<file path="config.mk">
export PLATFORM = sky130hd
export DESIGN_NAME = loop_trip_predictor
export DESIGN_NICKNAME = d
export VERILOG_FILES = /design/src/rtl/lp_pkg.sv /design/src/rtl/lp_cam.sv /design/src/rtl/lp_repl.sv /design/src/rtl/loop_trip_predictor.sv
export SDC_FILE = /design/constraint.sdc
export NUM_CORES = 2
export LEC_CHECK = 0
export BUFFER_PORTS_ARGS = -buffer_cell sky130_fd_sc_hd__buf_4
export CAP_MARGIN = 10
export CORE_ASPECT_RATIO = 1.75
export CORE_MARGIN = 5
export CORE_UTILIZATION = 43
export DETAILED_ROUTE_END_ITERATION = 7
export REMOVE_ABC_BUFFERS = 1
export SYNTH_ARGS = -nofsm -noshare
export SYNTH_HDL_FRONTEND = slang
export SYNTH_SLANG_ARGS = --single-unit
</file>
<file path="constraint.sdc">
create_clock -name clk -period 8.4 [get_ports clk]
set_input_delay 0 -clock clk [delete_from_list [all_inputs] [get_ports clk]]
set_output_delay 0 -clock clk [all_outputs]
set_load 0.05 [all_outputs]
</file>
<file path="src/rtl/lp_pkg.sv">
package lp_pkg;
  parameter int LP_PC_W  = 32;
  parameter int LP_CNT_W = 10;

  typedef struct packed {
    logic                vld;
    logic                conf;
    logic [LP_PC_W-1:0]  tag;
    logic [LP_CNT_W-1:0] trip;
    logic [LP_CNT_W-1:0] iter;
  } lp_entry_t;
endpackage

</file>
<file path="src/rtl/lp_cam.sv">
module lp_cam #(
  parameter int N  = 8,
  parameter int W  = 32,
  parameter int IW = $clog2(N)
) (
  input  logic           clk,
  input  logic           rst_n,
  input  logic [N-1:0]   vld,
  input  logic [N*W-1:0] tags,
  input  logic [W-1:0]   key,
  output logic [N-1:0]   hits,
  output logic           any,
  output logic [IW-1:0]  idx
);
  for (genvar g = 0; g < N; g++) begin : g_cmp
    assign hits[g] = vld[g] && (tags[g*W +: W] == key);
  end

  always_comb begin
    idx = '0;
    for (int i = 0; i < N; i++)
      if (hits[i]) idx = IW'(i);
  end

  assign any = |hits;

  // allocation only on a miss keeps each tag unique
  a_r2_tag_unique: assert property (@(posedge clk) disable iff (!rst_n)
    $onehot0(hits));
endmodule

</file>
<file path="src/rtl/lp_repl.sv">
module lp_repl #(
  parameter int N  = 8,
  parameter int IW = $clog2(N)
) (
  input  logic          clk,
  input  logic          rst_n,
  input  logic [N-1:0]  vld,
  input  logic          touch,
  input  logic [IW-1:0] touch_idx,
  output logic [IW-1:0] victim
);
  logic [IW-1:0] age [N];
  logic [N-1:0]  oldest;

  always_ff @(posedge clk) begin
    if (!rst_n) begin
      for (int i = 0; i < N; i++) age[i] <= IW'(i);
    end else if (touch) begin
      for (int i = 0; i < N; i++) begin
        if (IW'(i) == touch_idx)          age[i] <= '0;
        else if (age[i] < age[touch_idx]) age[i] <= age[i] + 1'b1;
      end
    end
  end

  always_comb begin
    victim = '0;
    for (int i = 0; i < N; i++) begin
      oldest[i] = (age[i] == IW'(N-1));
      if (oldest[i]) victim = IW'(i);
    end
    for (int i = N-1; i >= 0; i--)
      if (!vld[i]) victim = IW'(i);
  end

  // ages remain a permutation, exactly one least-recent entry
  a_r8_single_oldest: assert property (@(posedge clk) disable iff (!rst_n)
    $countones(oldest) == 1);
endmodule

</file>
<file path="src/rtl/loop_trip_predictor.sv">
module loop_trip_predictor
  import lp_pkg::*;
#(
  parameter int ENTRIES  = 8,
  parameter int MIN_TRIP = 4
) (
  input  logic               clk,
  input  logic               rst_n,
  input  logic               lkp_valid,
  input  logic [LP_PC_W-1:0] lkp_pc,
  input  logic               lkp_backward,
  input  logic               lkp_base_taken,
  output logic               pred_taken,
  output logic               pred_override,
  input  logic               upd_valid,
  input  logic [LP_PC_W-1:0] upd_pc,
  input  logic               upd_backward,
  input  logic               upd_taken
);
  localparam int IDX_W = $clog2(ENTRIES);
  localparam logic [LP_CNT_W-1:0] CNT_MAX  = {LP_CNT_W{1'b1}};
  localparam logic [LP_CNT_W-1:0] MIN_OBS  = LP_CNT_W'(MIN_TRIP - 1);

  lp_entry_t tbl [ENTRIES];
  lp_entry_t nxt, l_ent, u_ent;

  logic [ENTRIES-1:0]         vld_vec, l_hits, u_hits;
  logic [ENTRIES*LP_PC_W-1:0] tag_flat;
  logic                       l_any, u_any, upd_go, alloc, touch;
  logic [IDX_W-1:0]           l_idx, u_idx, victim, wr_idx;

  always_comb begin
    for (int i = 0; i < ENTRIES; i++) begin
      vld_vec[i] = tbl[i].vld;
      tag_flat[i*LP_PC_W +: LP_PC_W] = tbl[i].tag;
    end
  end

  lp_cam #(.N(ENTRIES), .W(LP_PC_W)) u_cam_lkp (
    .clk(clk), .rst_n(rst_n), .vld(vld_vec), .tags(tag_flat), .key(lkp_pc),
    .hits(l_hits), .any(l_any), .idx(l_idx));

  lp_cam #(.N(ENTRIES), .W(LP_PC_W)) u_cam_upd (
    .clk(clk), .rst_n(rst_n), .vld(vld_vec), .tags(tag_flat), .key(upd_pc),
    .hits(u_hits), .any(u_any), .idx(u_idx));

  lp_repl #(.N(ENTRIES)) u_repl (
    .clk(clk), .rst_n(rst_n), .vld(vld_vec), .touch(touch),
    .touch_idx(wr_idx), .victim(victim));

  // lookup path: pure read of current state
  always_comb begin
    l_ent         = tbl[l_idx];
    pred_override = lkp_valid && lkp_backward && l_any && l_ent.conf;
    pred_taken    = pred_override ? (l_ent.iter < l_ent.trip) : lkp_base_taken;
  end

  // update path: next value of the written entry
  assign upd_go = upd_valid && upd_backward;
  assign alloc  = upd_go && !u_any && upd_taken;
  assign touch  = (upd_go && u_any) || alloc;
  assign wr_idx = u_any ? u_idx : victim;

  always_comb begin
    u_ent = tbl[u_idx];
    nxt   = u_ent;
    if (alloc) begin
      nxt.vld  = 1'b1;
      nxt.conf = 1'b0;
      nxt.tag  = upd_pc;
      nxt.trip = '0;
      nxt.iter = LP_CNT_W'(1);
    end else if (upd_taken) begin
      if (u_ent.iter == CNT_MAX) nxt.vld  = 1'b0;
      else                       nxt.iter = u_ent.iter + 1'b1;
    end else if (u_ent.iter < MIN_OBS) begin
      nxt.vld = 1'b0;
    end else begin
      nxt.conf = (u_ent.trip == u_ent.iter) && (u_ent.trip != '0);
      nxt.trip = u_ent.iter;
      nxt.iter = '0;
    end
  end

  always_ff @(posedge clk) begin
    if (!rst_n) begin
      for (int i = 0; i < ENTRIES; i++) tbl[i] <= '0;
    end else if (touch) begin
      tbl[wr_idx] <= nxt;
    end
  end

  // an override needs a valid backward lookup
  a_r10_ovr_needs_bwd: assert property (@(posedge clk) disable iff (!rst_n)
    pred_override |-> (lkp_valid && lkp_backward));

  for (genvar g = 0; g < ENTRIES; g++) begin : g_chk
    // saturating iteration count frees the entry
    a_r3_no_overflow: assert property (@(posedge clk) disable iff (!rst_n)
      (upd_go && u_any && u_idx == IDX_W'(g) && upd_taken && tbl[g].iter == CNT_MAX)
      |=> !tbl[g].vld);
    // a confident entry carries a trip value of a tracked loop
    a_r4_conf_trip: assert property (@(posedge clk) disable iff (!rst_n)
      (tbl[g].vld && tbl[g].conf) |-> (tbl[g].trip >= MIN_OBS));
  end
endmodule

</file>
==> results.txt <==
Hold repair after CTS inserted 3 buffers. On the final layout, the worst clock skew is ~0.025 ns. Before antenna repair, the detailed router went through 6 iterations. Summed over all instances, the cell type with the most area after synthesis is edfxtp_1. Pin placement for this block handled 74 I/O pins. The leakage power of the design came out at approximately 13 nW. The cell area that synthesis handed to floorplanning was between 0.03 and 0.04 mm². The number of warning messages in the yosys log came out at 0. The number of synthesized flops with an enable pin came out at 456. The final instance area is 0.03401 mm².

The vertical extent of the die came out at 362.9 µm. At the worst endpoint, the arrival time is ~8 ns. The met3 global-route usage came out at approximately 14%.

The final-report hold violation count came out at 0. The maximum buffer depth of the clock tree is 3. The shortest clock period the worst path allows after layout is around 7.8 ns.

The ratio of cells with drive above 1 in the final layout came out at a little over a tenth. The number of buffers and inverters on the critical path is 2. At the end of the flow, the number of nets in the layout was 3260.

The slew at the pin closest to its max-slew limit came out at about 1.5 ns. TritonCTS built the clock tree. The most utilized layer in the global route result is met2. The CTS root buffer is clkbuf_16.

The number of global-route vias before repair is around 28000. The sum of routed wire length over all layers came out at 169.8 mm. The number of design-rule violations left by the first detailed-router iteration is between 4000 and 5000. The routed wire length per instance came out at approximately 40 µm. The post-route worst setup slack came out at about 0.57 ns. The critical path goes through xnor2_1 -> nand4_1 -> nor4_1 -> nand4_1 -> or4_1 -> a21boi_0 -> o21ai_4 -> buf_4 -> mux2_2 -> nor2_1 -> a21oi_1 -> nand2_1 -> o211ai_1 -> ha_1 -> a21oi_1 -> nor3_1 -> a2111oi_0 -> mux2_2 -> buf_4. The count of buffers from port buffering is 73.

In the routed design, unresolved DRC markers number 0. The initial antenna violation count came out at 10. Setup repair after global routing left no endpoint under its margin. On the critical path the largest part of the delay comes from compound AO/OA/AOI/OAI gates. The met2 track utilization from global routing is a little over two thirds. The async set or reset register ratio after synthesis came out at 0%. Summing all placed instances gives a cell area of between 0.03 and 0.04 mm².

The critical path is of the flip-flop to output port type. The horizontal die dimension came out at around 210 µm. The number of CTS-inserted buffers came out at 47.

In this run the remaining antenna-violating nets after routing total 0. The worst setup path is launched from a flip-flop. At the placement stage, the worst setup path has a slack of around 1.5 ns.

The level count of the clock H-tree is 2. The hold slack is 0.1099 ns. The run finished, with violations left. The slowest stage of the critical path is the or4_1 cell.

The library cells used most frequently in the layout, excluding fill and tap cells, are edfxtp_1, nand2_1, xor2_1. Using the TritonRoute via totals, the vias-per-cell ratio works out to ~6.9. The max-slew violation count is 2. The post-CTS setup repair buffer count came out at 0.

The total clock sinks is 456. Sorting the synthesized cells by area gives the leading types as edfxtp_1, xor2_1, xnor2_1. The worst pin sits at a relative slew slack of -1.144%. The longest individual stage delay on the worst path came out at just over 0.8 ns. The total of flip-flops plus latches after synthesis is approximately 460. The final HPWL from detailed placement is between 100 and 150 mm. The area growth from synthesis to layout is 11.17%. The vias after detailed routing came out at 28410. Setup violations remaining at the end of the flow were counted as 0. The worst path uses around 93% of the clock period. The worst supply voltage drop on vdd came out at roughly 210 µV.

The insertion delay to the later sink of the worst-skew pair is ~0.64 ns. In the synthesized netlist the dominant register cell turns out to be edfxtp_1. The clock transition at the register clock pins on the worst setup and hold paths after CTS is ~0.070 ns.

The total track usage is a little over two fifths. The count of unique library cells instantiated by Yosys came out at 77. The routability-driven placement congestion ratio is between 1 and 1.5. Entering global routing, the biggest net connects 100 pins.

The worst setup path is captured at an output port. Summed over all failing endpoints, the final setup total negative slack is 0 ns. In this run the worst path has a maximum fanout of 16. The number of instances in the synthesized netlist is around 3200. The area share of the largest cell type after synthesis came out at about 45%. The mean instance size in the synthesized netlist came out at around 9.6 µm². The final global-route overflow total is 0. The starting density of the core is about 43%. The share of the yosys chip area belonging to registers came out at between 40% and 50%. For this design the ratio of total power to cell area is about 170 mW/mm². The final core utilization came out at around half. The filler cells instantiated in the layout total between 6000 and 7000. The worst hold path belongs to the class primary input to flip-flop. The total of max-cap violations came out at 1. Based on the critical path, the design can be clocked at up to approximately 130 MHz. The number of rows created at floorplan is 129.

The core outline area came out at between 0.07 and 0.08 mm². The final reports fail on max-capacitance violations, max-slew violations. The first-pass GRT wire length came out at around 230 mm. Leaving out fill and tap cells, the most frequent cell in the layout is edfxtp_1.

After clock tree synthesis, the repair step resized 0 gates. Data on the critical path is required at its endpoint by 8.40 ns. The met1 track demand over resource is 43.98%.

The floorplan step defined a die boundary enclosing 0.07679 mm².
==> worst register-to-register path: stages, from the launching register on <==
cell	delay, ns
edfxtp_1	0.49
xnor2_2	0.74
nand4b_1	0.74
or4_1	0.87
o211ai_1	0.57
nand2_1	0.73
a221oi_1	0.43
a31o_2	0.23
inv_1	0.09
ha_1	0.29
nor3_1	0.41
a41oi_4	0.43
a32oi_1	1.02
nor2_1	0.42
==> registers in the layout, summed over array words and instances, names as in the netlist <==
name	count
tbl	432
u_repl.age	24
==> kinds of logic (layout without fill, tap and decap cells) <==
family | after synthesis | count (layout) | share of synthesized area [%]
compound gates | 381 | 381 | 8.282
xor+xnor | 526 | 526 | 15.06
fa+ha+maj | 33 | 33 | 1.350
buf+inv | 264 | 284 | 3.607
flops | 456 | 456 | 44.76
mux | 115 | 115 | 3.910
other cells | 0 | 10 | 0
simple gates | 1399 | 1399 | 23.03
==> report_power, final <==
part	total [W]	switching (W)	internal [W]
clock network	0.00229	0.00104	0.00126
logic	0.000872	0.000633	0.000239
registers	0.00270	0.000117	0.00258
==> worst paths after layout <==
check | startpoint | end | slack [ns] | cells past startpoint
worst max-delay path | tbl[5][47]$_SDFFCE_PN0P_ | pred_taken | 0.57 | 19
worst min-delay path | upd_pc[24] | tbl[3][44]$_SDFFCE_PN0P_ | 0.11 | 4
worst max register to register | tbl[4][25]$_SDFFCE_PN0P_ | tbl[7][52]$_SDFFCE_PN0P_ | 0.60 | 13
worst min register to register | u_repl.age[4][0]$_SDFFCE_PN0P_ | u_repl.age[4][0]$_SDFFCE_PN0P_ | 0.66 | 1
==> final cells by class <==
| class | count | area [µm²] | share of cell area, % |
|---|---|---|---|
| Antenna cell | 10 | 25.02 | 0.07358 |
| Clock buffer | 52 | 1195 | 3.513 |
| Clock inverter | 36 | 399.1 | 1.174 |
| Inverter | 41 | 153.9 | 0.4525 |
| Multi-Input combinational cell | 2454 | 16120 | 47.39 |
| Sequential cell | 456 | 13690 | 40.26 |
| Tap cell | 917 | 1147 | 3.374 |
| Timing Repair Buffer | 155 | 1280 | 3.764 |
==> per-stage QoR <==
step                      cells  total power [W]
after floorplan            2951         0.003066
after global placement     4004         0.003539
after detailed placement   4008         0.003541
after CTS                  4099         0.005788
after global routing       4111         0.005951
final                      4121         0.005868
==> synthesized netlist by cell type (all sizes together), types with 34 or more instances <==
cell type,number
edfxtp,456
nand2,421
xor2,301
nor2,228
xnor2,225
clkbuf,159
and2,139
and3,134
nor4,120
o21ai,111
nand3,102
nand4,86
mux2i,82
nor3,71
buf,64
a21oi,50
a31oi,44
nor2b,44
inv,41
a311oi,34
==> layer usage <==
| metal | part of all wire, % | wire (µm) |
|---|---|---|
| met2 | 47 | 79210 |
| met1 | 30 | 51350 |
| met5 | 0.013 | 22 |
| met3 | 10 | 17290 |
| met4 | 13 | 21960 |
(Power assumes the default switching activity.)
